**src/rtl/wdt_pkg.sv**
```systemverilog
package wdt_pkg;

  localparam int DATA_W = 16;

  // control byte fields
  localparam int CTL_RUN_BIT = 0;
  localparam int CTL_PRE_BIT = 2;
  localparam int CTL_RST_BIT = 7;

  // status byte fields
  localparam int ST_PRE_BIT = 1;
  localparam int ST_EXP_BIT = 2;

  typedef enum logic [1:0] {
    SEL_NONE,
    SEL_STAT,
    SEL_TMR,
    SEL_CTL
  } reg_sel_e;

  typedef struct packed {
    logic rst_en;
    logic pre_en;
    logic run;
  } ctl_t;

  // one tick is 128 ms
  function automatic int secs_to_ticks(input int secs);
    return (secs * 1000) / 128;
  endfunction

  function automatic logic [1:0] lane_strobe(input logic half, input logic odd);
    if (half) return 2'b11;
    return odd ? 2'b10 : 2'b01;
  endfunction

  function automatic logic [DATA_W-1:0] merge_lanes(input logic [DATA_W-1:0] old_w,
                                                    input logic [DATA_W-1:0] new_w,
                                                    input logic [1:0]        strb);
    logic [DATA_W-1:0] r;
    r = old_w;
    if (strb[0]) r[7:0]  = new_w[7:0];
    if (strb[1]) r[15:8] = new_w[15:8];
    return r;
  endfunction

  function automatic logic [DATA_W-1:0] pack_ctl(input ctl_t c);
    logic [DATA_W-1:0] w;
    w = '0;
    w[CTL_RUN_BIT] = c.run;
    w[CTL_PRE_BIT] = c.pre_en;
    w[CTL_RST_BIT] = c.rst_en;
    return w;
  endfunction

  function automatic logic [DATA_W-1:0] pack_status(input logic pre, input logic exp);
    logic [DATA_W-1:0] w;
    w = '0;
    w[ST_PRE_BIT] = pre;
    w[ST_EXP_BIT] = exp;
    return w;
  endfunction

endpackage

```
**src/rtl/wdt_prescaler.sv**
```systemverilog
module wdt_prescaler #(
  parameter int unsigned CLKS_PER_TICK = 32_000_000
) (
  input  logic clk,
  input  logic rst_n,
  input  logic run,
  input  logic restart,
  output logic tick
);

  generate
    if (CLKS_PER_TICK <= 1) begin : g_every_cycle
      logic unused_pins;
      assign unused_pins = ^{clk, rst_n, restart};
      assign tick = run;
    end else begin : g_divider
      localparam int unsigned PW = $clog2(CLKS_PER_TICK);
      localparam logic [PW-1:0] LAST = PW'(CLKS_PER_TICK - 1);
      logic [PW-1:0] div_q;

      always_ff @(posedge clk or negedge rst_n) begin
        if (!rst_n)                div_q <= '0;
        else if (restart || !run)  div_q <= '0;
        else if (div_q == LAST)    div_q <= '0;
        else                       div_q <= div_q + PW'(1);
      end

      assign tick = run && (div_q == LAST);
    end
  endgenerate

endmodule

```
**src/rtl/wdt_countdown.sv**
```systemverilog
module wdt_countdown #(
  parameter int unsigned CNT_W     = 16,
  parameter int unsigned PRE_TICKS = 70
) (
  input  logic             clk,
  input  logic             rst_n,
  input  logic             tick,
  input  logic             load,
  input  logic [CNT_W-1:0] load_val,
  output logic [CNT_W-1:0] cnt,
  output logic             pre_hit,
  output logic             exp_hit
);

  localparam logic [CNT_W-1:0] PRE_NEXT = CNT_W'(PRE_TICKS + 1);
  localparam logic [CNT_W-1:0] ONE      = CNT_W'(1);

  logic step;
  logic at_floor;

  assign step     = tick && !load;
  assign at_floor = (cnt == '0) || (cnt == ONE);
  assign pre_hit  = step && (cnt == PRE_NEXT);
  assign exp_hit  = step && at_floor;

  always_ff @(posedge clk or negedge rst_n) begin
    if (!rst_n)          cnt <= '0;
    else if (load)       cnt <= load_val;
    else if (step)       cnt <= (cnt == '0) ? '0 : cnt - ONE;
  end

endmodule

```
**src/rtl/wdt_regs.sv**
```systemverilog
module wdt_regs
  import wdt_pkg::*;
#(
  parameter int unsigned      ADDR_W   = 8,
  parameter int unsigned      CNT_W    = 16,
  parameter logic [ADDR_W-1:0] STAT_OFF = 'h6E,
  parameter logic [ADDR_W-1:0] TMR_OFF  = 'h70,
  parameter logic [ADDR_W-1:0] CTL_OFF  = 'h72
) (
  input  logic              clk,
  input  logic              rst_n,
  input  logic              bus_en,
  input  logic              bus_we,
  input  logic              bus_half,
  input  logic [ADDR_W-1:0] bus_addr,
  input  logic [DATA_W-1:0] bus_wdata,
  output logic [DATA_W-1:0] bus_rdata,
  input  logic [CNT_W-1:0]  cnt,
  input  logic              st_pre,
  input  logic              st_exp,
  output ctl_t              ctl,
  output logic              load,
  output logic [CNT_W-1:0]  load_val,
  output logic              start_pulse,
  output logic              stop_pulse,
  output logic [1:0]        st_clr
);

  logic              odd;
  logic              aligned;
  logic [ADDR_W-1:0] hw_addr;
  logic [1:0]        strb;
  logic              wr;
  logic              rd;
  logic              ctl_wr;
  logic              stat_wr;
  reg_sel_e          sel;

  assign odd     = bus_addr[0];
  assign aligned = !(bus_half && odd);
  assign hw_addr = {bus_addr[ADDR_W-1:1], 1'b0};
  assign strb    = lane_strobe(bus_half, odd);
  assign wr      = bus_en && aligned && bus_we;
  assign rd      = bus_en && aligned && !bus_we;

  always_comb begin
    sel = SEL_NONE;
    if (hw_addr == STAT_OFF)     sel = SEL_STAT;
    else if (hw_addr == TMR_OFF) sel = SEL_TMR;
    else if (hw_addr == CTL_OFF) sel = SEL_CTL;
  end

  assign ctl_wr   = wr && (sel == SEL_CTL) && strb[0];
  assign stat_wr  = wr && (sel == SEL_STAT) && strb[0];
  assign load     = wr && (sel == SEL_TMR);
  assign load_val = CNT_W'(merge_lanes(DATA_W'(cnt), bus_wdata, strb));

  assign start_pulse = ctl_wr && bus_wdata[CTL_RUN_BIT] && !ctl.run;
  assign stop_pulse  = ctl_wr && !bus_wdata[CTL_RUN_BIT];
  assign st_clr      = stat_wr ? {bus_wdata[ST_EXP_BIT], bus_wdata[ST_PRE_BIT]} : 2'b00;

  always_ff @(posedge clk or negedge rst_n) begin
    if (!rst_n) begin
      ctl <= '0;
    end else if (ctl_wr) begin
      ctl.run    <= bus_wdata[CTL_RUN_BIT];
      ctl.pre_en <= bus_wdata[CTL_PRE_BIT];
      ctl.rst_en <= bus_wdata[CTL_RST_BIT];
    end
  end

  always_comb begin
    bus_rdata = '0;
    if (rd) begin
      case (sel)
        SEL_STAT: bus_rdata = pack_status(st_pre, st_exp);
        SEL_TMR:  bus_rdata = DATA_W'(cnt);
        SEL_CTL:  bus_rdata = pack_ctl(ctl);
        default:  bus_rdata = '0;
      endcase
    end
  end

endmodule

```
**src/rtl/coarse_watchdog.sv**
```systemverilog
module coarse_watchdog
  import wdt_pkg::*;
#(
  parameter int unsigned       ADDR_W        = 8,
  parameter int unsigned       CNT_W         = 16,
  parameter int unsigned       CLKS_PER_TICK = 32_000_000,
  parameter int unsigned       PRE_SECS      = 9,
  parameter logic [ADDR_W-1:0] STAT_OFF      = 'h6E,
  parameter logic [ADDR_W-1:0] TMR_OFF       = 'h70,
  parameter logic [ADDR_W-1:0] CTL_OFF       = 'h72
) (
  input  logic              clk,
  input  logic              rst_n,
  input  logic              bus_en,
  input  logic              bus_we,
  input  logic              bus_half,
  input  logic [ADDR_W-1:0] bus_addr,
  input  logic [15:0]       bus_wdata,
  output logic [15:0]       bus_rdata,
  output logic              nmi_out,
  output logic              sys_reset_out
);

  localparam int unsigned PRE_TICKS = unsigned'(secs_to_ticks(int'(PRE_SECS)));

  ctl_t             ctl;
  logic             running;
  logic             tick;
  logic             load;
  logic [CNT_W-1:0] load_val;
  logic [CNT_W-1:0] cnt;
  logic             start_pulse;
  logic             stop_pulse;
  logic             pre_hit;
  logic             exp_hit;
  logic [1:0]       st_clr;
  logic             st_pre;
  logic             st_exp;

  assign running = ctl.run;

  wdt_regs #(
    .ADDR_W  (ADDR_W),
    .CNT_W   (CNT_W),
    .STAT_OFF(STAT_OFF),
    .TMR_OFF (TMR_OFF),
    .CTL_OFF (CTL_OFF)
  ) u_regs (
    .clk        (clk),
    .rst_n      (rst_n),
    .bus_en     (bus_en),
    .bus_we     (bus_we),
    .bus_half   (bus_half),
    .bus_addr   (bus_addr),
    .bus_wdata  (bus_wdata),
    .bus_rdata  (bus_rdata),
    .cnt        (cnt),
    .st_pre     (st_pre),
    .st_exp     (st_exp),
    .ctl        (ctl),
    .load       (load),
    .load_val   (load_val),
    .start_pulse(start_pulse),
    .stop_pulse (stop_pulse),
    .st_clr     (st_clr)
  );

  wdt_prescaler #(
    .CLKS_PER_TICK(CLKS_PER_TICK)
  ) u_presc (
    .clk    (clk),
    .rst_n  (rst_n),
    .run    (running),
    .restart(load || start_pulse),
    .tick   (tick)
  );

  wdt_countdown #(
    .CNT_W    (CNT_W),
    .PRE_TICKS(PRE_TICKS)
  ) u_count (
    .clk     (clk),
    .rst_n   (rst_n),
    .tick    (tick),
    .load    (load),
    .load_val(load_val),
    .cnt     (cnt),
    .pre_hit (pre_hit),
    .exp_hit (exp_hit)
  );

  // event flags: reload clears, events set, write-1 clears
  always_ff @(posedge clk or negedge rst_n) begin
    if (!rst_n) begin
      nmi_out       <= 1'b0;
      st_pre        <= 1'b0;
      st_exp        <= 1'b0;
      sys_reset_out <= 1'b0;
    end else begin
      nmi_out <= pre_hit && ctl.pre_en;

      if (load)                         st_pre <= 1'b0;
      else if (pre_hit && ctl.pre_en)   st_pre <= 1'b1;
      else if (st_clr[0])               st_pre <= 1'b0;

      if (load)                         st_exp <= 1'b0;
      else if (exp_hit)                 st_exp <= 1'b1;
      else if (st_clr[1])               st_exp <= 1'b0;

      if (load || stop_pulse)           sys_reset_out <= 1'b0;
      else if (exp_hit && ctl.rst_en)   sys_reset_out <= 1'b1;
    end
  end

endmodule

```
**config.mk**
```make
export PLATFORM = sky130hd
export DESIGN_NAME = coarse_watchdog
export DESIGN_NICKNAME = d
export VERILOG_FILES = /design/src/rtl/wdt_pkg.sv /design/src/rtl/wdt_prescaler.sv /design/src/rtl/wdt_countdown.sv /design/src/rtl/wdt_regs.sv /design/src/rtl/coarse_watchdog.sv
export SDC_FILE = /design/constraint.sdc
export NUM_CORES = 1
export LEC_CHECK = 0
export CELL_PAD_IN_SITES_DETAIL_PLACEMENT = 0
export CELL_PAD_IN_SITES_GLOBAL_PLACEMENT = 1
export CORE_MARGIN = 5
export CORE_UTILIZATION = 43
export DETAILED_ROUTE_END_ITERATION = 6
export GPL_TIMING_DRIVEN = 0
export PLACE_DENSITY_LB_ADDON = 0.15
export SYNTH_ARGS = -nofsm -noshare
export SYNTH_HDL_FRONTEND = slang
export SYNTH_SLANG_ARGS = --single-unit
```
**constraint.sdc**
```tcl
create_clock -name clk -period 5.6 [get_ports clk]
set_input_delay 0.84 -clock clk [delete_from_list [all_inputs] [get_ports clk]]
set_output_delay 0.84 -clock clk [all_outputs]
set_load 0.1 [all_outputs]
```
; Word-level counts from Yosys, hierarchy flattened
; Cells that the tools add are included.
[word_totals]
word_cells = 82
regBits = 48
output_inout_bits = 18
input_bits = 29
[classes]
n_reduce_logical = 34
eq_ne = 11
n_addsub = 2
n_mux = 25
[op_table]
columns = op, count
row1 = 2-to-1 mux 16 bit, 4
row2 = 2-to-1 mux 25 bit, 2
row3 = case mux 16 bit (3 select lines), 1
row4 = adder 25 x 1 -> 25 bit (second input constant), 1
row5 = == test 25 bit (second input constant), 1
row6 = == test 7 x 6 -> 1 bit (second input constant), 3
row7 = logical AND 1 bit, 18
row8 = == test 16 x 1 -> 1 bit (second input constant), 1
row9 = == test 16 x 7 -> 1 bit (second input constant), 1
row10 = logical NOT 16 bit, 1
row11 = 2-to-1 mux 8 bit, 2
row12 = subtractor 16 x 1 -> 16 bit (second input constant), 1
row13 = 2-to-1 mux 2 bit, 7
row14 = 2-to-1 mux 1 bit, 9
row15 = nonzero test 3 bit, 2
row16 = logical NOT 1 bit, 5
row17 = == test 2 bit (second input constant), 2
row18 = logical OR 1 bit, 4
row19 = inequality test 2 x 1 -> 1 bit (second input constant), 2
row20 = AND reduction 2 bit, 2
row21 = nonzero test 2 bit, 2
row22 = == test 2 x 1 -> 1 bit (second input constant), 1

; Longest topological paths before layout
; Gate-level depths: netlist (run 1).
[depth]
depth_word = 12
depth_mapped = 8
depth_no_buf = 7

; Hierarchy
; From an unflattened synthesis (run 1), not the netlist that was laid out.
[hier_totals]
hier_cells = 375
hier_area_um2 = 3338.2
[modules_own_cells]
columns = module, cells_each, area_each_um2, n_inst
row1 = wdt_prescaler, 134, 1302.5, 1
row2 = wdt_countdown, 140, 1189.9, 1
row3 = wdt_regs, 87, 695.7, 1
row4 = coarse_watchdog, 14, 150.1, 1

; Least setup slack after synthesis (run 1)
; Ideal clock, no wire load.
[synth_timing]
kind = input to output
start = input bus_addr[7]
end = output bus_rdata[4]
arrival_ns = 3.793
t_required_ns = 4.760
cell_stages = 4
n_path_buf = 0
setup_slack_ns = 0.967
path_cell_list = nand3b_1 nor4b_1 nand4b_1 nor3_1
[synth_between]
elab_chain_len = 7
elab_cells_between_ends = 11
[synth_rtl]
columns = element, line_no
row1 = start: declaration, coarse_watchdog.sv:17  ; input logic [ADDR_W-1:0] bus_addr,
row2 = == test 7 x 6 -> 1 bit, wdt_regs.sv:50  ; else if (hw_addr == CTL_OFF) sel = SEL_CTL;
row3 = 2-to-1 mux 2 bit, wdt_regs.sv:50
row4 = 2-to-1 mux 2 bit, wdt_regs.sv:49  ; else if (hw_addr == TMR_OFF) sel = SEL_TMR;
row5 = 2-to-1 mux 2 bit (*), wdt_regs.sv:48  ; if (hw_addr == STAT_OFF) sel = SEL_STAT;
row6 = == test 2 bit or == test 2 x 1 -> 1 bit (tied branches), wdt_regs.sv:75  ; case (sel)
row7 = case mux 16 bit (3 select lines) (*), wdt_regs.sv:75
row8 = 2-to-1 mux 16 bit (*), wdt_regs.sv:74  ; if (rd) begin
row9 = end: declaration, coarse_watchdog.sv:19  ; output logic [15:0] bus_rdata,
; Mark *: on every way between the ends. The rest lies on a longest branch, timed or not.

; Worst setup path in the final report (run 1)
[layout_timing]
start = input bus_addr[7]
end = output bus_rdata[11]
; Same word-level chain as after synthesis.

==> results of run 1 <==
## layout by cell type (no fill, tap or decap), drive strengths merged, types with 5 or more instances in the layout
cell type	count
dfrtp	48
clkdlybuf4s50	44
nor2	43
nand2	22
xor2	19
nand3	18
and2	16
clkbuf	15
nor3	14
and3	13
o21ai	13
nand4	12
inv	8
a21oi	7
nor4	7
buf	7
a22oi	6
and4	5
o2111ai	5
o211ai	5
ha	5
or2	5
## stage by stage
| stage | cell area, um^2 | hold WS [ns] | setup WS, ns |
|---|---|---|---|
| floorplan | 3097 | 0.4593 | 0.9673 |
| global placement | 3671 | 0.4770 | 0.4610 |
| detailed placement | 3686 | 0.5057 | 0.4235 |
| CTS | 3815 | 0.3898 | 0.4497 |
| global route | 3815 | 0.3869 | 0.2773 |
| finish | 3815 | 0.3908 | 0.4625 |
## Yosys cell counts, types with 2 or more instances
master | n | area, um^2
a211o_1 | 2 | 17.52
a21boi_0 | 2 | 15.01
a21oi_1 | 7 | 35.03
a221oi_1 | 2 | 17.52
a22oi_1 | 6 | 45.04
a31oi_1 | 4 | 25.02
a32oi_1 | 2 | 17.52
and2_1 | 15 | 93.84
and3_1 | 13 | 81.33
and4_1 | 5 | 43.79
buf_1 | 2 | 7.510
buf_2 | 2 | 10.01
clkbuf_1 | 10 | 37.54
dfrtp_1 | 48 | 1201
ha_1 | 5 | 62.56
inv_1 | 8 | 30.03
mux2_2 | 3 | 33.78
mux2i_1 | 2 | 20.02
nand2_1 | 22 | 82.58
nand2b_1 | 2 | 12.51
nand3_1 | 18 | 90.09
nand3b_1 | 3 | 22.52
nand4_1 | 12 | 75.07
nand4b_1 | 2 | 17.52
nor2_1 | 43 | 161.4
nor2b_1 | 3 | 18.77
nor3_1 | 13 | 65.06
nor4_1 | 5 | 31.28
nor4_4 | 2 | 42.54
nor4bb_1 | 2 | 20.02
o2111ai_1 | 5 | 43.79
o211ai_1 | 5 | 37.54
o21ai_0 | 13 | 65.06
o22ai_1 | 3 | 18.77
o31ai_1 | 3 | 22.52
or2_2 | 4 | 25.02
or3_1 | 2 | 12.51
or4_1 | 4 | 30.03
xnor2_1 | 4 | 35.03
xor2_1 | 19 | 166.4
## registers in the layout (all words and copies together) (netlist names)
| name | cells |
|---|---|
| nmi_out | 1 |
| st_exp | 1 |
| st_pre | 1 |
| sys_reset_out | 1 |
| u_count.cnt | 16 |
| u_presc.g_divider.div_q | 25 |
| u_regs.ctl | 3 |
## power by group through the flow
stage	sequential, uW	combinational (uW)	clock [uW]
finish	409	114	297
CTS	410	116	304
global route	416	130	318
global placement	416	112	0
detailed placement	416	115	0
floorplan	407	71.0	0
## logic make-up (layout without fill, tap and decap cells)
logic type / Yosys count / after routing
DFF: 48 / 48
AOI/OAI and AO/OA: 64 / 64
adders and majority gates: 5 / 5
buffers and inverters: 23 / 76
and+or+nand+nor: 180 / 180
muxes: 5 / 5
xor gates and xnor gates: 23 / 23
## layer usage
metal / GRT usage / share of wire / vias to the layer above
li1: - / - / 1394
met4: 0.04087 / 0.0096 / 0
met2: 0.3652 / 0.50 / 66
met1: 0.2620 / 0.45 / 1425
met5: 0 / 0 / -
met3: 0.03028 / 0.039 / 7
## cell type report
class	count	area, um^2	share of cell area
Clock buffer	5	68.82	0.01804
Clock inverter	2	60.06	0.01574
Tap cell	99	123.9	0.03247
Buffer	15	66.31	0.01738
Multi-Input combinational cell	277	1799	0.4716
Inverter	8	30.03	0.007871
Timing Repair Buffer	46	465.4	0.1220
Sequential cell	48	1201	0.3149
## worst reg2reg max path, delay by kind of cell (launching register included)
kind / cells / cell delay (ns)
fa+ha+maj: 1 / 0.22
buf+inv: 1 / 0.15
flops: 1 / 0.44
simple gates: 3 / 1.33
compound gates: 2 / 0.42
## worst paths after layout
check | cells after the start | endpoint | start
worst min register to register | 1 | u_presc.g_divider.div_q[0]$_DFF_PN0_ | u_presc.g_divider.div_q[0]$_DFF_PN0_
max in group asynchronous | 2 | u_presc.g_divider.div_q[17]$_DFF_PN0_ | rst_n
worst min-delay path | 1 | u_count.cnt[11]$_DFFE_PN0P_ | rst_n
worst max-delay path | 8 | bus_rdata[11] | bus_addr[7]
min in group clk | 1 | u_presc.g_divider.div_q[0]$_DFF_PN0_ | u_presc.g_divider.div_q[0]$_DFF_PN0_
worst max register to register | 7 | u_count.cnt[11]$_DFFE_PN0P_ | u_count.cnt[0]$_DFFE_PN0P_
==> metrics.md, run 1 <==
| Metric | Value |
|---|---|
| CTS resizes | 0 |
| Final core utilization | 0.5345 |
| Core Area | 7137 um^2 |
| Chip Width | ~95 um |
| GRT Total Usage | 0.2045 |
| Final Instance Count excl. Fillers | 500 |
| Post-DP HPWL | 6603 um |
| WP buf/inv | 3 |
| Clk pwr share | 0.362 |
| Tmin final | 5.137 ns |
| Layout Nets | roughly 440 |
| Net switching power | 210.5 uW |
| Post-route ant nets | 0 |
| Ys async rst share | 1.000 |
| Clock slew at reported path FFs | 0.09 ns |
| Reg-to-reg setup timing slack | slightly below 3 ns |
| Comb power frac | 0.139 |
| Ant diodes | 0 |
| Wire length per cell | 17.53 um |
| Seq/Total Area, Yosys | 0.3879 |
| Total negative slack | 0 ns |
| First-pass GRT wire length | 14310 um |
| Hold-fix buffers, CTS | 0 |
| H-tree Lvls | 2 |
| Number of placement rows | 31 |
| DRC Markers | 0 |
| Top FF cell, synth | dfrtp_1 |
| Critical path startpoint category | input port |
| CTS root buf | clkbuf_8 |
| Adder-cell area share of the yosys netlist | 0.02020 |
| Status | finished, final reports clean |
| Syn Inst Count | 348 |
| Routability cong. | 0.8576 |
| Final Cycle Share | 0.9174 |
| Final Hold Viols | 0 |
| Fillcell total | 715 |
| GRT Residual Overflow | 0 |
| XOR/XNOR Fraction of Synth Area | 0.06505 |
| TritonCTS clock tree | done |
| Post-synth EDFFs | 0 |
| Initial core utilization | 0.4339 |
| Worst path slowest cell | clkdlybuf4s50_1 |
| IO buf count | 45 |
| CTS Buffer Depth | 2 |
| Number of clock sinks | 48 |
| Setup crit end kind | primary output |
| Die Area | 8998 um^2 |
| Count of final setup violators | 0 |
| CP most frequent cell | clkdlybuf4s50_1 |
| Final Max Tran Viols | 0 |
| Setup Crit Path Kind | input port to primary output |
| Post-synthesis cell type count | 61 |
| Flops & latches, synth | 48 |
| Vias in the first global route | 2883 |
| Register share of total power | 0.499 |
| Routed wire length | ~8800 um |
| Syn Nets | 382 |
| Post-synthesis mux area share | 0.01737 |
| Leak | 0.001587 uW |
| Mapped cell area | 3097 um^2 |
| Crit path cell chain | clkdlybuf4s50_1 -> nand3b_1 -> nor4b_1 -> nand4b_1 -> nor2_1 -> clkbuf_1 -> and2_1 -> clkdlybuf4s50_1 |
| Largest family of logic cells by synthesized area | simple AND/OR/NAND/NOR gates |
| Initial drt markers | 161 |
| Worst-Margin Slew | 0.9749 ns |
| Cell family with most CP delay | buffers and inverters |
| Io pins | 47 |
| Maximum VDD drop | 0.0001850 V |
| Total Power | 820.4 uW |
| Total CTS buffers | 5 |
| Simple-Gate Fraction of Synth Area | 0.3309 |
| Initial antenna violation count | 0 |
| Via density | 5.784 |
| Compound-Gate Fraction of Synth Area | 0.1475 |
| Power density over the cells | 215.0 nW/um^2 |
| Slowest stage delay, CP | 1.13 ns |
| DR vias | just under 3000 |
| Clock latency on the worst-skew pair | 0.30 ns |
| Largest net degree at the start of global routing | 41 |
| Setup Buffers After CTS | 0 |
| Layout area overhead | 23.19% |
| Initial DRT Pass Iterations | 5 |
| Critical Path AT | 4.30 ns |
| Internal | slightly above 600 uW |
| Synth warn | 0 |
| HP Class | input port to asynchronous set/reset pin |
| Clock skew | 0.006233 ns |
| Max FO, Critical Path | 10 |
| Max frequency | between 150 and 200 MHz |
| Net Sw Frac | 0.2566 |
| Die Y | roughly 95 um |
| Slew headroom | 0.3480 |
| Fraction of layout cells with a size suffix above 1 | 0.06733 |
| Maxcap violations | 0 |
| Avg Cell Area, Syn | just under 9 um^2 |
| RSZ-0062 raised after global routing | false |
| Critical Path RT | ~4.8 ns |
| Dpl cells | roughly 490 |
No activity file was read; power rests on OpenSTA's default activity.
==> run 2: changes to the inputs <==
--- a/config.mk
+++ b/config.mk
@@ -13,4 +13,6 @@
 export GPL_TIMING_DRIVEN = 0
 export PLACE_DENSITY_LB_ADDON = 0.15
+export SKIP_LAST_GASP = 1
+export SLEW_MARGIN = 20
 export SYNTH_ARGS = -nofsm -noshare
 export SYNTH_HDL_FRONTEND = slang
==> constraint.sdc (replaced) <==
create_clock -name clk -period 5.6 [get_ports clk]
set_input_delay 0.84 -clock clk [delete_from_list [all_inputs] [get_ports clk]]
set_output_delay 0.84 -clock clk [all_outputs]
set_load 0.005 [all_outputs]
==> run 2 against run 1 <==
  * Clock power hardly changed
  * Highest routed layer unchanged
  * Critical path depth did not move
  * Power increased by 0.40%
  * Sequential power hardly changed
  * Critical endpoint is now bus_rdata[12]
  * Fmax grew 13%
==> metrics.md, run 2 (synthesis results as in run 1) <==
| Metric | Value |
|---|---|
| Final Cycle Share | 0.8083 |
| Post-DP HPWL | 6608 um |
| CTS Buffer Depth | 2 |
| Clock latency on the worst-skew pair | around 0.3 ns |
| GRT Residual Overflow | 0 |
| Crit path from | bus_addr[7] |
| Fraction of layout cells with a size suffix above 1 | 0.06733 |
| Power density over the cells | 215.5 nW/um^2 |
| Final Hold Viols | 0 |
| Wire length per cell | around 17 um |
| Routed wire length | around 8700 um |
| Hold-fix buffers, CTS | 0 |
| Fillcell total | between 700 and 800 |
| CTS resizes | 0 |
| Die Area | approximately 9000 um^2 |
| Chip Width | between 90 and 100 um |
| Cell Area, Placed | 3694 um^2 |
| Routability cong. | 0.8576 |
| Initial DRT Pass Iterations | 5 |
| Critical Path RT | between 4 and 5 ns |
| Most frequent cells in the layout | dfrtp_1 (48), clkdlybuf4s50_1 (44), nor2_1 (43) |
| Clock slew at reported path FFs | about 0.090 ns |
| Setup Crit Path Kind | input port to primary output |
| IO buf count | 45 |
| Maxcap violations | 0 |
| CTS root buf | clkbuf_8 |
| HP Class | flop to flop |
| Max FO, Critical Path | 10 |
| Slew headroom | 0.4963 |
| H-tree Lvls | 2 |
| Post-route ant nets | 0 |
| Tmin final | 4.527 ns |
| Clock skew | 0.008286 ns |
| Ant diodes | 0 |
| Final Max Tran Viols | 0 |
| Critical Path AT | 3.69 ns |
| Status | finished, final reports clean |
| Largest registers | u_presc.g_divider.div_q x25, u_count.cnt x16, u_regs.ctl x3 |
| Count of final setup violators | 0 |
| Largest net degree at the start of global routing | 27 |
| Launch point of the worst reg-to-reg path | u_count.cnt[0]$_DFFE_PN0P_ |
| Leak | 0.001590 uW |
| First-pass GRT wire length | 14140 um |
| Total CTS buffers | 5 |
| Design area | roughly 3800 um^2 |
| Max frequency | 220.9 MHz |
| Critical path startpoint category | input port |
| Total negative slack | 0 ns |
| Maximum VDD drop | 0.0001412 V |
| RSZ-0062 raised after global routing | false |
| Initial core utilization | 0.4339 |
| Setup crit end kind | primary output |
| GRT Total Usage | 0.2015 |
| DRC Markers | 0 |
| Worst-Margin Slew | 0.7486 ns |
| Top reg by flops | u_presc.g_divider.div_q |
| DR vias | 2898 |
| Die Y | roughly 95 um |
| Via density | about 5.8 |
| Max reg flops | 25 |
| Layout Nets | 435 |
| Vias in the first global route | 2884 |
| Setup Buffers After CTS | 0 |
| Initial drt markers | approximately 140 |
| Io pins | 47 |
| Core Area | 7137 um^2 |
| Commonest non-fill, non-tap cell in the layout | dfrtp_1 |
| Number of placement rows | 31 |
| Hold path startpoint | st_exp$_DFFE_PN0P_ |
| Number of clock sinks | 48 |
| Layout area overhead | 23.43% |
| Initial antenna violation count | 0 |
| TritonCTS clock tree | done |
run 2: changes by cell type in the layout (fill, tap and decap cells not counted):
cell | before | now
buf_12 | 1 | 0
buf_16 | 0 | 1
run 2: layout make-up:
cell class,instances,area (um^2),area share
multi-input cells,277,1799,0.4707
well taps,99,123.9,0.03241
clock buffers,5,68.82,0.01800
clock inverters,2,60.06,0.01571
plain buffers,15,66.31,0.01735
flip-flops and latches,48,1201,0.3142
repair buffers,46,473.0,0.1237
inverters,8,30.03,0.007856
run 2: metal layers:
| layer | vias to the layer above | global-route usage | share of wire |
|---|---|---|---|
| met5 | - | 0 | 0 |
| met4 | 0 | 0.04207 | 0.0070 |
| met3 | 6 | 0.02789 | 0.035 |
| met2 | 63 | 0.3611 | 0.51 |
| met1 | 1433 | 0.2576 | 0.45 |
| li1 | 1396 | - | - |
run 2: per-stage QoR:
step	power [uW]	std cells	util	hold slack, ns	worst slack, ns
2_1_floorplan	478.0	348	-	0.4593	2.546
3_3_place_gp	527.4	492	0.5144	0.4770	1.094
3_5_place_dp	532.2	493	0.5175	0.5054	1.049
4_1_cts	831.8	500	0.5356	0.5251	1.074
5_1_grt	864.0	500	0.5356	0.5570	0.8895
6_report	823.6	500	0.5356	0.5262	1.073
run 2: critical path, stage by stage:
cell and delay [ns]:
clkdlybuf4s50_1 0.40, nand3b_1 0.34, nor4b_1 0.58, nand4b_1 0.34
nor2_1 0.22, clkbuf_1 0.29, and2_1 0.17, clkdlybuf4s50_1 0.50
run 2: worst paths after layout:
| check | cells past startpoint | to | slack (ns) |
|---|---|---|---|
| hold reg to reg | 2 | st_exp$_DFFE_PN0P_ | 0.53 |
| hold / removal | 2 | st_exp$_DFFE_PN0P_ | 0.53 |
| setup / recovery | 8 | bus_rdata[12] | 1.07 |
| max in group asynchronous | 2 | u_presc.g_divider.div_q[19]$_DFF_PN0_ | 4.49 |
| setup reg to reg | 7 | u_count.cnt[11]$_DFFE_PN0P_ | 2.97 |
| min in group asynchronous | 1 | u_count.cnt[5]$_DFFE_PN0P_ | 0.56 |
run 2: report_power, final:
part,internal [uW],switching (uW)
combinational,58.1,55.8
clock,176,123
sequential,376,34.4
total,610,213
